$ cat src/rtl/fpmu_pkg.sv
package fpmu_pkg;
  localparam int SP_W    = 32;
  localparam int EXP_W   = 8;
  localparam int MAN_W   = 23;
  localparam int CLASS_W = 10;
  localparam int FLAG_W  = 5;

  typedef enum logic [2:0] {
    OP_CLASS = 3'd0,
    OP_SGNJ  = 3'd1,
    OP_SGNJN = 3'd2,
    OP_SGNJX = 3'd3,
    OP_F2I   = 3'd4,
    OP_I2F   = 3'd5
  } fpmu_op_e;

  typedef struct packed {
    logic             sgn;
    logic [EXP_W-1:0] exp;
    logic [MAN_W-1:0] man;
  } sp_t;

  // mask bit positions
  localparam int CL_NINF  = 0;
  localparam int CL_NNORM = 1;
  localparam int CL_NSUB  = 2;
  localparam int CL_NZERO = 3;
  localparam int CL_PZERO = 4;
  localparam int CL_PSUB  = 5;
  localparam int CL_PNORM = 6;
  localparam int CL_PINF  = 7;
  localparam int CL_SNAN  = 8;
  localparam int CL_QNAN  = 9;
endpackage

$ cat src/rtl/fpmu_classifier.sv
module fpmu_classifier
  import fpmu_pkg::*;
(
  input  sp_t                val,
  output logic [CLASS_W-1:0] mask
);
  logic exp_ones, exp_zero, man_zero, quiet_bit;
  logic is_nan, is_inf, is_sub, is_zero, is_norm;

  always_comb begin
    exp_ones  = &val.exp;
    exp_zero  = ~|val.exp;
    man_zero  = ~|val.man;
    quiet_bit = val.man[MAN_W-1];
    is_nan    = exp_ones & ~man_zero;
    is_inf    = exp_ones & man_zero;
    is_sub    = exp_zero & ~man_zero;
    is_zero   = exp_zero & man_zero;
    is_norm   = ~exp_ones & ~exp_zero;

    mask           = '0;
    mask[CL_NINF]  = val.sgn  & is_inf;
    mask[CL_NNORM] = val.sgn  & is_norm;
    mask[CL_NSUB]  = val.sgn  & is_sub;
    mask[CL_NZERO] = val.sgn  & is_zero;
    mask[CL_PZERO] = ~val.sgn & is_zero;
    mask[CL_PSUB]  = ~val.sgn & is_sub;
    mask[CL_PNORM] = ~val.sgn & is_norm;
    mask[CL_PINF]  = ~val.sgn & is_inf;
    mask[CL_SNAN]  = is_nan & ~quiet_bit;
    mask[CL_QNAN]  = is_nan & quiet_bit;
  end
endmodule

$ cat src/rtl/fpmu_sign_inject.sv
module fpmu_sign_inject
  import fpmu_pkg::*;
(
  input  fpmu_op_e op,
  input  sp_t      mag_src,
  input  sp_t      sgn_src,
  output sp_t      y
);
  logic new_sgn;

  always_comb begin
    unique case (op)
      OP_SGNJN: new_sgn = ~sgn_src.sgn;
      OP_SGNJX: new_sgn = mag_src.sgn ^ sgn_src.sgn;
      default:  new_sgn = sgn_src.sgn;
    endcase
    y     = mag_src;
    y.sgn = new_sgn;
  end
endmodule

$ cat src/rtl/fpmu_nan_box.sv
module fpmu_nan_box
  import fpmu_pkg::*;
#(
  parameter int FLEN = 64
) (
  input  logic [SP_W-1:0] sp_in,
  output logic [FLEN-1:0] boxed
);
  localparam int PAD_W = FLEN - SP_W;

  generate
    if (PAD_W > 0) begin : g_box
      assign boxed = {{PAD_W{1'b1}}, sp_in};
    end else begin : g_plain
      assign boxed = sp_in;
    end
  endgenerate
endmodule

$ cat src/rtl/fpmu_sext.sv
module fpmu_sext
  import fpmu_pkg::*;
#(
  parameter int XLEN = 64
) (
  input  logic [SP_W-1:0] word_in,
  output logic [XLEN-1:0] wide_out
);
  localparam int EXT_W = XLEN - SP_W;

  generate
    if (EXT_W > 0) begin : g_ext
      assign wide_out = {{EXT_W{word_in[SP_W-1]}}, word_in};
    end else begin : g_same
      assign wide_out = word_in;
    end
  endgenerate
endmodule

$ cat src/rtl/fp_misc_unit.sv
module fp_misc_unit
  import fpmu_pkg::*;
#(
  parameter int XLEN = 64,
  parameter int FLEN = 64
) (
  input  logic [2:0]        op_code,
  input  logic [31:0]       opa,
  input  logic [31:0]       opb,
  input  logic [XLEN-1:0]   int_val,
  output logic [FLEN-1:0]   flt_res,
  output logic [XLEN-1:0]   int_res,
  output logic [4:0]        exc_flags
);
  localparam int MASK_PAD = XLEN - CLASS_W;

  fpmu_op_e           op;
  logic [CLASS_W-1:0] class_mask;
  sp_t                inj_val;
  logic [SP_W-1:0]    flt_pick;
  logic [FLEN-1:0]    flt_boxed;
  logic [XLEN-1:0]    moved_int;
  logic               flt_sel;

  assign op = fpmu_op_e'(op_code);

  fpmu_classifier u_class (
    .val  (sp_t'(opa)),
    .mask (class_mask)
  );

  fpmu_sign_inject u_sinj (
    .op      (op),
    .mag_src (sp_t'(opa)),
    .sgn_src (sp_t'(opb)),
    .y       (inj_val)
  );

  fpmu_nan_box #(.FLEN(FLEN)) u_box (
    .sp_in (flt_pick),
    .boxed (flt_boxed)
  );

  fpmu_sext #(.XLEN(XLEN)) u_sext (
    .word_in  (opa),
    .wide_out (moved_int)
  );

  always_comb begin
    flt_pick = '0;
    flt_sel  = 1'b0;
    int_res  = '0;
    case (op)
      OP_CLASS: int_res = {{MASK_PAD{1'b0}}, class_mask};
      OP_SGNJ, OP_SGNJN, OP_SGNJX: begin
        flt_pick = inj_val;
        flt_sel  = 1'b1;
      end
      OP_F2I:   int_res = moved_int;
      OP_I2F: begin
        flt_pick = int_val[SP_W-1:0];
        flt_sel  = 1'b1;
      end
      default: ;
    endcase
  end

  assign flt_res   = flt_sel ? flt_boxed : '0;
  assign exc_flags = '0;
endmodule

$ cat config.mk
export PLATFORM = sky130hd
export DESIGN_NAME = fp_misc_unit
export DESIGN_NICKNAME = d
export VERILOG_FILES = /design/src/rtl/fpmu_pkg.sv /design/src/rtl/fpmu_classifier.sv /design/src/rtl/fpmu_sign_inject.sv /design/src/rtl/fpmu_nan_box.sv /design/src/rtl/fpmu_sext.sv /design/src/rtl/fp_misc_unit.sv
export SDC_FILE = /design/constraint.sdc
export NUM_CORES = 1
export LEC_CHECK = 0
export BUFFER_PORTS_ARGS = -buffer_cell sky130_fd_sc_hd__buf_2
export CAP_MARGIN = 20
export CELL_PAD_IN_SITES_DETAIL_PLACEMENT = 1
export CELL_PAD_IN_SITES_GLOBAL_PLACEMENT = 2
export CORE_ASPECT_RATIO = 0.6
export CORE_UTILIZATION = 10
export DETAILED_ROUTE_END_ITERATION = 8
export PLACE_DENSITY = 0.91
export SLEW_MARGIN = 20
export SYNTH_ARGS = -nofsm -noshare
export SYNTH_HDL_FRONTEND = slang
export SYNTH_SLANG_ARGS = --single-unit
$ cat constraint.sdc
create_clock -name vclk -period 2.85
set_input_delay 0.57 -clock vclk [all_inputs]
set_output_delay 0.57 -clock vclk [all_outputs]
set_load 0.1 [all_outputs]
---- Word-level counts from Yosys, hierarchy flattened ----
Cells that the tools add are included.
cells by class
  bitwise gates (word level) .............. 20
  eq/ne operators ......................... 5
  multiplexer cells ....................... 5
  reduce and logical (&&, ||, !) cells .... 8
operator list
  kind                  count
  $pmux W64 S2          1
  $mux W64              1
  $pmux W32 S2          1
  $reduce_or A23 Y1     1
  $and A1 B1 Y1         15
  $reduce_and A8 Y1     1
  $reduce_or A8 Y1      1
  $eq A3 B2 Y1 const B  2
  $eq A3 B3 Y1 const B  2
  $not A1 Y1            4
  $reduce_or A4 Y1      1
  $eq A3 B1 Y1 const B  1
  $logic_not A3 Y1      1
  $reduce_or A3 Y1      1
  $logic_not A1 Y1      2
  $pmux W1 S2           1
  $mux W1               1
  $xor A1 B1 Y1         1
word-level totals
  word-level logic and storage cells ...... 38
  register bits ........................... 0

---- Logic depth before layout (Yosys ltp) ----
Gate-level depths: netlist (run 1).
  word-level depth ........................ 5
  mapped depth ............................ 5
  gate-level depth less buffers ........... 4

---- Hierarchy ----
A second synthesis (run 1) with hierarchy kept.
unflattened totals
  cell total of the unflattened synthesis .. 409
  area total of the unflattened synthesis .. 2942.8 um^2
modules (own cells, without submodules)
  module            cells each  instances  area each (um^2)
  fp_misc_unit      216         1          1491.4
  fpmu_nan_box      65          1          484.2
  fpmu_sext         64          1          480.5
  fpmu_sign_inject  35          1          262.8
  fpmu_classifier   29          1          224.0

---- Least setup slack after synthesis (run 1) ----
Ideal clock, no wire load.
  path type ............................... input to output
  start ................................... input opa[11]
  end ..................................... output int_res[0]
  arrival time ............................ 3358 ps
  required time ........................... 2280 ps
  buffers on the path ..................... 0
  setup slack ............................. -1078 ps
  cell stages on the path ................. 4
  cells stage by stage .................... nor4_1 > nand4_1 > or2_4 > o21ai_0
on the way
  cells in the longest elaborated chain, start to end .. 5
ends and longest elaborated chain
  element            line                   text
  from (decl)        fp_misc_unit.sv:8      input logic [31:0] opa,
  $reduce_or A23 Y1  fpmu_classifier.sv:13  man_zero = ~|val.man;
  $logic_not A1 Y1   fpmu_classifier.sv:13
  $and A1 B1 Y1      fpmu_classifier.sv:16  is_inf = exp_ones & man_zero;
  $and A1 B1 Y1      fpmu_classifier.sv:22  mask[CL_NINF] = val.sgn & is_inf;
  $pmux W64 S2       fp_misc_unit.sv:53     case (op)
  to (decl)          fp_misc_unit.sv:12     output logic [XLEN-1:0] int_res,
Every way passes these cells.

---- Worst setup path after layout (run 1) ----
  start ................................... input opa[28]
  end ..................................... output int_res[5]
on the way
  cells in the longest elaborated chain, start to end .. 5
ends and longest elaborated chain
  element           line                   text
  $reduce_or A8 Y1  fpmu_classifier.sv:12  exp_zero = ~|val.exp;
  $logic_not A1 Y1  fpmu_classifier.sv:12
  $and A1 B1 Y1     fpmu_classifier.sv:17  is_sub = exp_zero & ~man_zero;
  $and A1 B1 Y1     fpmu_classifier.sv:27  mask[CL_PSUB] = ~val.sgn & is_sub;
  $pmux W64 S2      fp_misc_unit.sv:53
Every way passes these cells.

==> impl_metrics.yaml, run 1 <==
timing:
  rsz0062_at_grt: "no"
  final_hold_viol_count: 0
  drv_slew: 0
  worst_slew_pin_slew_ns: 0.605
  fmax_mhz: 366
  setup_viol: 0
  fin_ws_ns: 0.115
  slew_headroom_pct: 59.7
  period_share_pct: 96.0
  period_needed_ns: 2.74
floorplanning:
  core_um2: 13000
  initial_core_util_pct: 10.4
  ios: 264
  die_area_um2: 13900
  die_width_um: 152
  die_h_um: 91.9
  rows: 32
route:
  ant_nets: 0
  drc_errors: 0
  wire_per_inst_um: 17.2
  first_pass_iters: 4
  via_per_inst: 3.88
  vias: 1891
  first_iter_violations: 48
  wirelength_um: 8390
synthesis:
  yosysSeqAreaShare_pct: 0
  yosys.cell_types.count: 28
  syn_area_per_cell_um2: 7.09
  syn_area_um2: 1350
  synth_area_leaders: "buf_4 40%, a22o_1 20%, and3_1 9.8%, a32o_1 3.7%, nor4_1 3.7%"
  yosysWarnings: 0
  synth_largest_area_cell: "buf_4"
  synth_top_cell_area_share_pct: 40.1
  synth_cells: 190
finish:
  multi_input_area_um2: 783
  fin_nets: 451
  clock_buffers: 0
  design.seq.count: 0
  drive_gt1_share_pct: 69.8
  syn_to_final_growth_pct: 194
  n_antenna_cell: 0
  fin_cells: 488
  fillers: 1452
  regArea_um2: 0
pwr:
  peakVddDrop_mv: 0.114
  powerDensity_nw_per_um2: 335
  p_leak_nw: 1.79
global_routing:
  grt_pass1_vias: 1980
  grt_pass1_wl_um: 12200
  antenna_found_initial: 0
  overflow: 0
  grt_usage_pct: 11.4
  grt_max_degree: 34
place:
  pre_cts_ws_ns: 0.0416
  hpwl_um: 7310
  place_congestion: 0.695
  portBuffers: 196
  dp.cells: 488
status:
  outcome: "finished, final reports clean"
worst_setup_path:
  start_kind: "primary input"
  path_max_fanout: 4
  crit_type: "primary input to output port"
  crit_arrival_ns: 2.17
  cp_data_required_time_ns: 2.28
  cp-end-kind: "output port"
clocking:
  postCtsSetupRepairBufs: 0
hold_path:
  hold_class: "primary input to output port"
flow_run:
  cap_violations: 0
[Yosys cell counts, types with 2 or more instances]
cell type / count
buf_4: 72
a22o_1: 30
and3_1: 21
nor4_1: 8
clkbuf_1: 7
nor2_1: 7
a32o_1: 5
nand2_1: 5
nand3_1: 5
buf_2: 4
o21ai_0: 4
nand4_1: 3
a21oi_1: 2
a32oi_1: 2
or2_2: 2
[worst max-delay path, stage by stage]
cell	delay (ns)
buf_2	0.13
nor4_1	0.30
nand2_1	0.27
nor4_2	0.26
a32o_1	0.17
buf_2	0.46
[where the power goes]
group	internal (mW)	switching, mW	leakage, nW
registers	0	0	0
clock network	0	0	0
logic	0.421	0.905	1.79
[cells by family after synthesis]
kind of cell,after synthesis,synth area share (%)
AO/OA/AOI/OAI,45,28.1
buffers and inverters,85,44.7
AND/OR/NAND/NOR,59,27.0
other,1,0.279
[through the flow]
| stage | setup TNS [ns] | power [mW] | hold slack [ns] | util [%] | cell area [µm²] |
|---|---|---|---|---|---|
| global placement | -0.0601 | 1.32 | 1.54 | 30.4 | 3950 |
| CTS | 0 | 1.33 | 1.55 | 30.4 | 3950 |
| floorplan | -0.328 | 0.873 | 1.47 | - | 1370 |
| detailed placement | 0 | 1.33 | 1.55 | 30.4 | 3950 |
| finish | 0 | 1.33 | 1.54 | 30.5 | 3960 |
| global route | 0 | 1.36 | 1.56 | 30.5 | 3960 |
[layout make-up]
| type | instances | share of cell area (%) |
|---|---|---|
| Timing Repair Buffer | 208 | 74.7 |
| Inverter | 1 | 0.0949 |
| Multi-Input combinational cell | 109 | 19.8 |
| Tap cell | 170 | 5.38 |
[cell usage in the layout (no fill, tap or decap), drive strengths merged]
cell and count:
nand3 5, o21a 1, nor4b 1, or2 3, buf 208, and3b 1
nor3 1, a21oi 2, a22o 31, a32o 5, and3 22, inv 1
nor4 9, nand4 3, o21ai 4, nand2 5, nor2b 1, nand3b 1
conb 5, nor2 7, a32oi 2
[repair_timing]
item                                   4_1_cts  5_1_grt
gates resized for setup                      0        1
setup endpoints to repair                    0        3
hold buffers                                 0        0
endpoints found under the hold margin        0        0
[layer usage]
layer | track usage, % | share of wire (%) | up-vias
met2 | 21.6 | 54 | 88
met5 | 0 | 0 | -
met1 | 14.1 | 40 | 914
met4 | 0.825 | 0.77 | 0
met3 | 1.49 | 5.9 | 4
li1 | - | - | 885
[final timing paths]
| path | cells past startpoint | slack, ns | end | from |
|---|---|---|---|---|
| setup / recovery | 6 | 0.11 | int_res[5] | opa[28] |
| hold / removal | 4 | 1.54 | flt_res[31] | int_val[31] |
No activity file was read; power rests on OpenSTA's default activity.
==> run 2, diff against run 1 <==
--- a/config.mk
+++ b/config.mk
@@ -5,14 +5,15 @@
 export SDC_FILE = /design/constraint.sdc
 export NUM_CORES = 1
 export LEC_CHECK = 0
+export ABC_AREA = 1
 export BUFFER_PORTS_ARGS = -buffer_cell sky130_fd_sc_hd__buf_2
 export CAP_MARGIN = 20
 export CELL_PAD_IN_SITES_DETAIL_PLACEMENT = 1
 export CELL_PAD_IN_SITES_GLOBAL_PLACEMENT = 2
-export CORE_ASPECT_RATIO = 0.6
+export CORE_ASPECT_RATIO = 1.4
 export CORE_UTILIZATION = 10
 export DETAILED_ROUTE_END_ITERATION = 8
-export PLACE_DENSITY = 0.91
+export PLACE_DENSITY = 0.9
 export SLEW_MARGIN = 20
 export SYNTH_ARGS = -nofsm -noshare
 export SYNTH_HDL_FRONTEND = slang
==> run 2 against run 1 <==
Flip-flop and latch count did not move. Setup slack improved by 0.31 ns. Utilization fell by 1.9 points. First-iteration DRC count fell by 8.3%. Critical endpoint is now flt_res[20]. Non-clock buffer count unchanged. Maximum frequency increased by 13%. Routed wire length is 5.1% lower. Global-route usage down 1.7 points. Combinational power about the same. Synthesized cell count rose by 45%. Largest power group unchanged.
==> impl_metrics.yaml, run 2 <==
timing:
  hold-worst-slack_ns: 1.55
  final_hold_viol_count: 0
  period_share_pct: 85.2
  final.setup.tns_ns: 0
  rsz0062_at_grt: "no"
  setup_viol: 0
  period_needed_ns: 2.43
  fin_ws_ns: 0.421
  fmax_mhz: 412
  drv_slew: 0
worst_setup_path:
  crit_type: "primary input to output port"
  start_kind: "primary input"
  path_max_fanout: 11
  cp_data_required_time_ns: 2.28
  cp-end-kind: "output port"
  crit_arrival_ns: 1.86
route:
  first_iter_violations: 44
  first_pass_iters: 4
  wirelength_um: 7970
  vias: 2092
  ant_nets: 0
  via_per_inst: 3.49
  wire_per_inst_um: 13.3
  drc_errors: 0
status:
  outcome: "finished, final reports clean"
finish:
  layout_common_cells: "116 x buf_12, 82 x buf_2, 55 x inv_1"
  utilization_pct: 28.6
  fillers: 1704
  fin_cells: 599
  drive_gt1_share_pct: 64.4
  final_common_cell: "buf_12"
  regArea_um2: 0
  finalInstanceArea_um2: 4130
  clock_buffers: 0
  design.seq.count: 0
  fin_nets: 543
  n_antenna_cell: 0
  syn_to_final_growth_pct: 179
clocking:
  postCtsSetupRepairBufs: 0
  post_cts_resized: 0
  cts_hold_buf: 0
floorplanning:
  die_area_um2: 15300
  die_width_um: 105
  initial_core_util_pct: 10.2
  ios: 264
  die_h_um: 146
  core_um2: 14400
  rows: 52
place:
  dp.cells: 599
  hpwl_um: 7180
  pre_cts_ws_ns: 0.369
  placed_area_um2: 4130
  portBuffers: 196
  place_congestion: 0.729
synthesis:
  ys_top_cells_by_count: "70 x buf_4, 55 x inv_1, 42 x nand2_1"
  synth_largest_area_cell: "buf_4"
  synth_compound_area_share_pct: 13.1
  yosysWarnings: 0
  muxShareOfSynthArea_pct: 0
  yosysSeqAreaShare_pct: 0
  synth_cells: 276
  synth_top_cell_area_share_pct: 35.5
  synth_xor_area_share_pct: 0
  post_synth_and_or_nand_nor_area_fraction_pct: 32.6
  synth.most_common_cell: "buf_4"
  synth_area_leaders: "buf_4 36%, inv_1 14%, nand2_1 11%, nor2_2 9.7%, o22ai_1 9.3%"
  syn_area_per_cell_um2: 5.36
  synth_top_family_by_area: "buffers and inverters"
  synthAdderAreaFrac_pct: 0
  syn_area_um2: 1480
  yosys.cell_types.count: 16
pwr:
  peakVddDrop_mv: 0.139
  finalPower_mw: 1.32
  p_leak_nw: 2.01
  powerDensity_nw_per_um2: 320
global_routing:
  grt_pass1_wl_um: 12000
  antenna_found_initial: 0
  grt_pass1_vias: 2109
  grt_max_degree: 33
  overflow: 0
  grt_usage_pct: 9.72
flow_run:
  cap_violations: 0
hold_path:
  hold_class: "primary input to output port"
## run 2: worst paths after layout
path | start | endpoint | depth (start not counted)
max | op_code[1] | flt_res[20] | 6
min | opa[17] | int_res[17] | 4
## run 2: report_power, final
group	switching (mW)	internal (mW)	leakage, nW
Clock	0	0	0
Sequential	0	0	0
Combinational	0.927	0.395	2.01
Total	0.927	0.395	2.01
## run 2: routing by layer
| metal | track usage, % | vias up | part of all wire (%) |
|---|---|---|---|
| met1 | 9.90 | 943 | 36 |
| li1 | - | 1031 | - |
| met5 | 0 | - | 0 |
| met2 | 20.8 | 118 | 56 |
| met3 | 1.93 | 0 | 7.9 |
| met4 | 0 | 0 | 0 |
## run 2: final cells by class
type | count | area [µm²] | area share [%]
timing repair buffer | 208 | 2810 | 68.0
tap | 189 | 236 | 5.73
inverter | 59 | 221 | 5.36
multi-input combinational | 143 | 865 | 20.9
## run 2: cell families after synthesis
kind of cell    count (synthesis)
simple gates                  105
other cells                     1
compound gates                 33
buf+inv                       137
## run 2: worst max-delay path, cell delays in order
cell,delay [ns]
buf_2,0.13
nand3b_1,0.25
buf_4,0.25
buf_4,0.20
o22ai_2,0.22
buf_12,0.21
